===== config.mk =====
export PLATFORM = sky130hd
export DESIGN_NAME = irq_collector
export DESIGN_NICKNAME = d
export VERILOG_FILES = /design/src/rtl/irqc_pkg.sv /design/src/rtl/irqc_ctrl_bank.sv /design/src/rtl/irqc_pending.sv /design/src/rtl/irqc_arbiter.sv /design/src/rtl/irq_collector.sv
export SDC_FILE = /design/constraint.sdc
export NUM_CORES = 1
export LEC_CHECK = 0
export BUFFER_PORTS_ARGS = -buffer_cell sky130_fd_sc_hd__buf_2
export CAP_MARGIN = 25
export CORE_ASPECT_RATIO = 1.75
export CORE_MARGIN = 2
export CORE_UTILIZATION = 60
export CTS_CLUSTER_DIAMETER = 30
export CTS_CLUSTER_SIZE = 10
export DETAILED_ROUTE_END_ITERATION = 8
export GPL_TIMING_DRIVEN = 0
export PLACE_DENSITY = 0.8
export SYNTH_ARGS = -nofsm -noshare
export SYNTH_HDL_FRONTEND = slang
export SYNTH_SLANG_ARGS = --single-unit
export TNS_END_PERCENT = 1

===== constraint.sdc =====
create_clock -name clk -period 9.25 [get_ports clk]
set_input_delay 0.4625 -clock clk [delete_from_list [all_inputs] [get_ports clk]]
set_output_delay 0.4625 -clock clk [all_outputs]
set_load 0.005 [all_outputs]

===== src/rtl/irqc_pkg.sv =====
package irqc_pkg;
  typedef enum logic [1:0] {
    OP_WRITE = 2'd0,
    OP_SET   = 2'd1,
    OP_CLR   = 2'd2,
    OP_TOG   = 2'd3
  } alias_op_e;

  function automatic logic [31:0] apply_alias(input alias_op_e op,
                                              input logic [31:0] old_v,
                                              input logic [31:0] wd);
    case (op)
      OP_SET:  apply_alias = old_v | wd;
      OP_CLR:  apply_alias = old_v & ~wd;
      OP_TOG:  apply_alias = old_v ^ wd;
      default: apply_alias = wd;
    endcase
  endfunction
endpackage


===== src/rtl/irqc_ctrl_bank.sv =====
module irqc_ctrl_bank
  import irqc_pkg::*;
#(
  parameter int NUM_SRC = 64,
  localparam int NUM_CW = NUM_SRC / 4,
  localparam int CW_IW  = (NUM_CW > 1) ? $clog2(NUM_CW) : 1
) (
  input  logic              clk,
  input  logic              rst,
  input  logic              wr_en,
  input  logic [CW_IW-1:0]  wr_idx,
  input  alias_op_e         wr_op,
  input  logic [31:0]       wr_data,
  input  logic [CW_IW-1:0]  rd_idx,
  output logic [31:0]       rd_word,
  output logic [NUM_SRC-1:0] en_vec
);
  localparam logic [31:0] FIELD_MASK = 32'h0707_0707;

  logic [31:0] cw_q [NUM_CW];

  always_ff @(posedge clk) begin
    if (rst) begin
      for (int k = 0; k < NUM_CW; k++) cw_q[k] <= '0;
    end else if (wr_en) begin
      cw_q[wr_idx] <= apply_alias(wr_op, cw_q[wr_idx], wr_data) & FIELD_MASK;
    end
  end

  assign rd_word = cw_q[rd_idx];

  for (genvar n = 0; n < NUM_SRC; n++) begin : g_en
    assign en_vec[n] = cw_q[n / 4][8 * (n % 4) + 2];
  end
endmodule


===== src/rtl/irqc_pending.sv =====
module irqc_pending #(
  parameter int NUM_SRC = 64,
  localparam int NUM_PW = (NUM_SRC + 31) / 32,
  localparam int PW_IW  = (NUM_PW > 1) ? $clog2(NUM_PW) : 1,
  localparam int PAD    = NUM_PW * 32
) (
  input  logic               clk,
  input  logic               rst,
  input  logic [NUM_SRC-1:0] src_in,
  input  logic               clr_en,
  input  logic [PW_IW-1:0]   clr_idx,
  input  logic [31:0]        clr_bits,
  input  logic [PW_IW-1:0]   rd_idx,
  output logic [31:0]        rd_word,
  output logic [NUM_SRC-1:0] pend
);
  logic [PAD-1:0] pend_q;
  logic [PAD-1:0] src_pad;
  logic [PAD-1:0] clr_mask;

  always_comb begin
    src_pad = '0;
    src_pad[NUM_SRC-1:0] = src_in;
    clr_mask = '0;
    if (clr_en) clr_mask[clr_idx*32 +: 32] = clr_bits;
  end

  always_ff @(posedge clk) begin
    if (rst) pend_q <= '0;
    else     pend_q <= (pend_q & ~clr_mask) | src_pad;
  end

  assign rd_word = pend_q[rd_idx*32 +: 32];
  assign pend    = pend_q[NUM_SRC-1:0];
endmodule


===== src/rtl/irqc_arbiter.sv =====
module irqc_arbiter #(
  parameter int NUM_SRC = 64,
  localparam int IDX_W = $clog2(NUM_SRC)
) (
  input  logic [NUM_SRC-1:0] req,
  output logic               win_valid,
  output logic [IDX_W-1:0]   win_idx
);
  always_comb begin
    win_valid = 1'b0;
    win_idx   = '0;
    for (int i = NUM_SRC - 1; i >= 0; i--) begin
      if (req[i]) begin
        win_valid = 1'b1;
        win_idx   = IDX_W'(i);
      end
    end
  end
endmodule


===== src/rtl/irq_collector.sv =====
module irq_collector
  import irqc_pkg::*;
#(
  parameter int NUM_SRC   = 64,
  parameter int ADDR_W    = 12,
  parameter int CTRL_SLOT = 16
) (
  input  logic               clk,
  input  logic               rst,
  input  logic               bus_wr,
  input  logic               bus_rd,
  input  logic [ADDR_W-1:0]  bus_addr,
  input  logic [31:0]        bus_wdata,
  output logic [31:0]        bus_rdata,
  input  logic [NUM_SRC-1:0] src_in,
  output logic               irq_out
);
  localparam int NUM_CW   = NUM_SRC / 4;
  localparam int NUM_PW   = (NUM_SRC + 31) / 32;
  localparam int CW_IW    = (NUM_CW > 1) ? $clog2(NUM_CW) : 1;
  localparam int PW_IW    = (NUM_PW > 1) ? $clog2(NUM_PW) : 1;
  localparam int IDX_W    = $clog2(NUM_SRC);
  localparam int SLOT_W   = ADDR_W - 4;
  localparam int CLR_SLOT = CTRL_SLOT + NUM_CW;

  logic [SLOT_W-1:0] slot;
  alias_op_e         op;
  logic              sel_vec, sel_ack, sel_glb, sel_stat, sel_cw, sel_pw;
  logic [CW_IW-1:0]  cw_idx;
  logic [PW_IW-1:0]  pw_idx;
  logic              vec_hit, ack_hit;

  logic               gen_en;
  logic               in_service;
  logic [31:0]        vec_q;
  logic [31:0]        cw_rd, pw_rd;
  logic [NUM_SRC-1:0] en_vec, pend;
  logic               win_valid;
  logic [IDX_W-1:0]   win_idx;

  assign slot     = bus_addr[ADDR_W-1:4];
  assign op       = alias_op_e'(bus_addr[3:2]);
  assign sel_vec  = (slot == SLOT_W'(0));
  assign sel_ack  = (slot == SLOT_W'(1));
  assign sel_glb  = (slot == SLOT_W'(2));
  assign sel_stat = (slot == SLOT_W'(3));
  assign sel_cw   = (slot >= SLOT_W'(CTRL_SLOT)) && (slot < SLOT_W'(CLR_SLOT));
  assign sel_pw   = (slot >= SLOT_W'(CLR_SLOT)) && (slot < SLOT_W'(CLR_SLOT + NUM_PW));
  assign cw_idx   = CW_IW'(slot - SLOT_W'(CTRL_SLOT));
  assign pw_idx   = PW_IW'(slot - SLOT_W'(CLR_SLOT));
  assign vec_hit  = bus_wr && sel_vec;
  assign ack_hit  = bus_wr && sel_ack && bus_wdata[0];

  irqc_ctrl_bank #(.NUM_SRC(NUM_SRC)) u_ctrl (
    .clk     (clk),
    .rst     (rst),
    .wr_en   (bus_wr && sel_cw),
    .wr_idx  (cw_idx),
    .wr_op   (op),
    .wr_data (bus_wdata),
    .rd_idx  (cw_idx),
    .rd_word (cw_rd),
    .en_vec  (en_vec)
  );

  irqc_pending #(.NUM_SRC(NUM_SRC)) u_pend (
    .clk      (clk),
    .rst      (rst),
    .src_in   (src_in),
    .clr_en   (bus_wr && sel_pw),
    .clr_idx  (pw_idx),
    .clr_bits (bus_wdata),
    .rd_idx   (pw_idx),
    .rd_word  (pw_rd),
    .pend     (pend)
  );

  irqc_arbiter #(.NUM_SRC(NUM_SRC)) u_arb (
    .req       (pend & en_vec),
    .win_valid (win_valid),
    .win_idx   (win_idx)
  );

  always_ff @(posedge clk) begin
    if (rst) begin
      gen_en     <= 1'b0;
      vec_q      <= '0;
      in_service <= 1'b0;
      irq_out    <= 1'b0;
    end else begin
      if (bus_wr && sel_glb) begin
        gen_en <= apply_alias(op, {31'b0, gen_en}, bus_wdata)[0];
      end
      if (vec_hit) begin
        vec_q <= apply_alias(op, vec_q, bus_wdata);
      end
      if (vec_hit)      in_service <= 1'b1;
      else if (ack_hit) in_service <= 1'b0;
      irq_out <= gen_en && (|(pend & en_vec)) && !in_service;
    end
  end

  always_ff @(posedge clk) begin
    if (rst) begin
      bus_rdata <= '0;
    end else if (bus_rd) begin
      if (sel_vec)       bus_rdata <= vec_q;
      else if (sel_glb)  bus_rdata <= {31'b0, gen_en};
      else if (sel_stat) bus_rdata <= win_valid ? {1'b1, {(31-IDX_W){1'b0}}, win_idx} : 32'b0;
      else if (sel_cw)   bus_rdata <= cw_rd;
      else if (sel_pw)   bus_rdata <= pw_rd;
      else               bus_rdata <= '0;
    end
  end
endmodule


Yosys cells after proc, flatten, opt, wreduce, memory -nomap -nowiden
Memories as Yosys holds them, arrays and structs flattened.
Cells that the tools add are included.
W data, S select, Z words.

word-level totals
  bits in writable memories = 192
  register bits = 131
  memories = 1
  logic and storage cells = 203

memories
  name         depth  bits a word  rd ports  clocked after memory_dff  write ports  RTL line              text
  u_ctrl.cw_q  16     12           17        0                         16           irqc_ctrl_bank.sv:20  logic [31:0] cw_q [NUM_CW];

cells by class
  shift-type cells = 3
  mux-type cells = 150
  add/sub/neg operators = 3
  magnitude comparators = 4
  bitwise operators = 15
  reduce and logical (&&, ||, !) cells = 15
  equality and inequality tests = 6

operators by type and width
  kind                        number
  $mux W6                     64
  $and A64 B64 Y64            3
  $mux W32                    6
  $pmux W32 S3                1
  $pmux W27 S3                1
  $mux W1                     72
  $mux W64                    1
  $not A64 Y64                1
  $or A64 B64 Y64             1
  $reduce_or A64 Y1           1
  $shift A32 B34 Y64 const A  1
  $shiftx A32 B34 Y64         1
  $shiftx A64 B7 Y32          1
  $mux W27                    2
  $neg A6 Y34                 1
  $and A32 B32 Y32            1
  $not A32 Y32                1
  $or A32 B32 Y32             1
  $xor A32 B32 Y32            1
  $and A27 B27 Y27            1
  $or A27 B27 Y27             1
  $xor A27 B27 Y27            1
  $eq A8 B2 Y1 const B        2
  $lt A8 B6 Y1 const B        2
  other kinds (18)            28

Logic depth before layout (Yosys ltp)
An unclocked memory read counts as a cell.

  depth after elaboration = 70
  depth in mapped cells = 13
  gate-level depth less buffers = 9

Modules after synthesis
Synthesis repeated with hierarchy kept, for this count alone.

unflattened totals
  cells, all modules = 1,947
  area, all modules = 20,946.3 µm²

modules (own cells, without submodules)
  module          times used  cells each  area an instance (µm²)
  irqc_ctrl_bank  1           854         11,587.4
  irq_collector   1           640         5,382.7
  irqc_pending    1           313         3,213.1
  irqc_arbiter    1           140         763.2

Least setup slack after synthesis
No wires, ideal clock.

  kind = input to register
  start point = input port bus_addr[4]
  end point = memory u_ctrl.cw_q[0][3] (netlist bit) (data pin)
  data arrival time = 3.128 ns
  required time = 8.984 ns
  path slack = 5.856 ns
  library setup time = 0.266 ns
  stages on the path = 11
  path through = buf_6 buf_6 buf_6 mux4_2 mux4_2 inv_1 ha_1 mux2_2 a21oi_1 clkbuf_1 nor2_1

RTL lines
  element          RTL line              text
  start, declared  irq_collector.sv:12   input logic [ADDR_W-1:0] bus_addr,
  end, declared    irqc_ctrl_bank.sv:20

==> metrics.txt <==
Num CTS Buffers=49; Post-Place Worst Slack=4.31 ns; total number of yosys warnings=0; largest net degree at the start of global routing=14; antenna cells=0; top cell type's share of synthesized area=33.1%; Peak VDD IR=0.201 mV; WL final=65,200 um; Clock Tree Root=clkbuf_16; fin nets=2,049; worst hold slack=0.0991 ns; fillcell total=2,088; final hold violations=0; final core utilization=70.4%; final slew viol count=0; critical path data arrival time=4.85 ns; leakage=7.81 nW; Non-Filler Instances=2,253; Final GP Congestion=1.01; placed cells=2,173; FMAX=220 MHz; skew final=0.0254 ns; initial core utilization=60.8%; Area contributors post-synth=edfxtp_1 33%, dfxtp_1 15%, mux4_2 10%; min Tclk post-route=4.55 ns; Yosys top cell by area=edfxtp_1; postcts setup bufs=0; vias per cell=6.57; final worst slack=4.70 ns; Main synth FF type=edfxtp_1; PwrDens=193 nW/um^2; DRT iter0 DRCs=1,172; initial antenna violation count=1; fraction of layout cells with a size suffix above 1=19.8%; setup tns final=0 ns; CTS sink count=323; Total Die Area=30,400 sq um; FP Rows=82; DP HPWL=50,300 um; # DRC=0; HP Class=input port to flop; CP Capture Type=flop; area grow syn2layout=15.8%; CP max FO=10; register area=8390 sq um; asr flop ratio synth=0%; Multi-input gate area=8130 sq um; Yosys reg bits=323; # setup viols final=0; net count after synthesis=1,858; I/O pin count=145; Worst-Margin Slew=1.17 ns; Post-CTS Resized=0; period utilisation layout=49.2%; First-pass DRT Iterations=8; Clock Path Buffers=3; RSZ-0062 raised after global routing=false; number of global-route vias before repair=15,100; synthesized area per cell=10.5 sq um; post-synthesis cell area=17,400 sq um; CTS Hold Buffers Added=0; clock slew at reported path FFs=0.05 ns; max_slew headroom=22.3%; Startpoint Class=input port; first-pass GRT wire length=93,700 um; GRT Total Usage=42.8%; Worst-Skew Late Latency=0.58 ns; outcome=finished clean; sequential area share after synthesis=48.2%; Setup CP Type=input port to flop; CTS tree=built; WP data required=9.55 ns; Yosys cell types=60; Post-synth EDFFs=192; core footprint=28,600 sq um; WL/cell=28.9 um; max cap viols=0; GRT overflow=0; Die X=133 um; vias=14,800; Cells after Synth=1,656; Die Y=229 um; H-tree Lvls=2; input/output buffers=135; Routed Antenna Nets=0
-- registers in the layout, summed over array words and instances, names as in the netlist --
register / count
vec_q: 32
bus_rdata: 32
u_ctrl.cw_q: 192
gen_en: 1
irq_out: 1
in_service: 1
u_pend.pend: 64
-- stage by stage --
| stage | cell area, sq um | total power [W] |
|---|---|---|
| after floorplan | 17400 | 0.00190 |
| after global placement | 18600 | 0.00210 |
| after detailed placement | 18600 | 0.00211 |
| after CTS | 20100 | 0.00387 |
| after global routing | 20100 | 0.00396 |
| final | 20100 | 0.00389 |
-- cell usage in the layout (no fill, tap or decap), drive strengths merged, types with 4 or more instances in the layout --
master	Yosys	routed
a211oi	72	72
a21oi	95	95
a221oi	13	13
a22o	16	16
a22oi	43	43
a31oi	4	4
a32oi	8	8
and2	10	10
buf	46	186
clkbuf	69	124
clkinv	0	10
clkinvlp	0	4
dfxtp	131	131
edfxtp	192	192
ha	90	90
inv	100	107
mux2	28	28
mux2i	14	14
mux4	78	78
nand2	151	151
nand2b	19	19
nand3	13	13
nor2	330	330
nor2b	4	4
nor3	14	14
nor4	4	4
nor4b	5	5
o21a	4	4
o21ai	40	40
o221ai	19	19
-- Yosys cell counts, drive strengths merged (4+ instances only) --
cell and instances:
a211oi 72, a21oi 95, a221oi 13, a22o 16, a22oi 43, a31oi 4
a32oi 8, and2 10, buf 46, clkbuf 69, dfxtp 131, edfxtp 192
ha 90, inv 100, mux2 28, mux2i 14, mux4 78, nand2 151
nand2b 19, nand3 13, nor2 330, nor2b 4, nor3 14, nor4 4
nor4b 5, o21a 4, o21ai 40, o221ai 19
-- kinds of logic after synthesis --
group / after synthesis / share of synthesized area (%)
AOI/OAI and AO/OA: 341 / 13.7
and+or+nand+nor: 567 / 13.9
buffers and inverters: 215 / 5.10
adders and majority gates: 90 / 6.47
DFF: 323 / 48.2
muxes: 120 / 12.7
-- per-layer routing --
layer / vias to the layer above / global-route usage, % / share of wire [%]
li1: 6399 / - / -
met1: 7065 / 42.8 / 31
met2: 998 / 71.7 / 49
met3: 346 / 7.24 / 7.5
met4: 0 / 45.8 / 13
met5: - / 0 / 0
-- where the power goes --
group	switching [W]	internal, W
clock network	0.000688	0.00109
registers	0.0000610	0.00158
logic	0.000299	0.000165
-- path summary, 6_finish.rpt --
path | start | endpoint | slack [ns] | cells after the start
worst min register to register | in_service | irq_out | 0.45 | 1
worst max-delay path | bus_addr[5] | u_ctrl.cw_q[9][11] | 4.70 | 10
worst min-delay path | src_in[41] | u_pend.pend[41] | 0.1 | 3
worst max register to register | u_ctrl.cw_q[15][11] | u_ctrl.cw_q[9][11] | 5.13 | 8
-- critical path, cell delays in order --
cell	delay, ns
buf_2	0.29
buf_1	0.80
mux4_2	0.48
mux4_2	0.62
inv_1	0.10
ha_1	0.22
mux2_2	0.26
a21oi_1	0.91
clkbuf_1	0.60
nor2_1	0.09
-- cell type report --
| type | count | area share (%) |
|---|---|---|
| buffer | 115 | 2.54 |
| clock buffer | 55 | 6.45 |
| clock inverter | 24 | 1.30 |
| inverter | 100 | 1.86 |
| multi-input combinational | 1118 | 40.3 |
| sequential | 323 | 41.6 |
| tap | 378 | 2.35 |
| timing repair buffer | 140 | 3.54 |
Note: power is estimated with default switching activity, not from simulation.
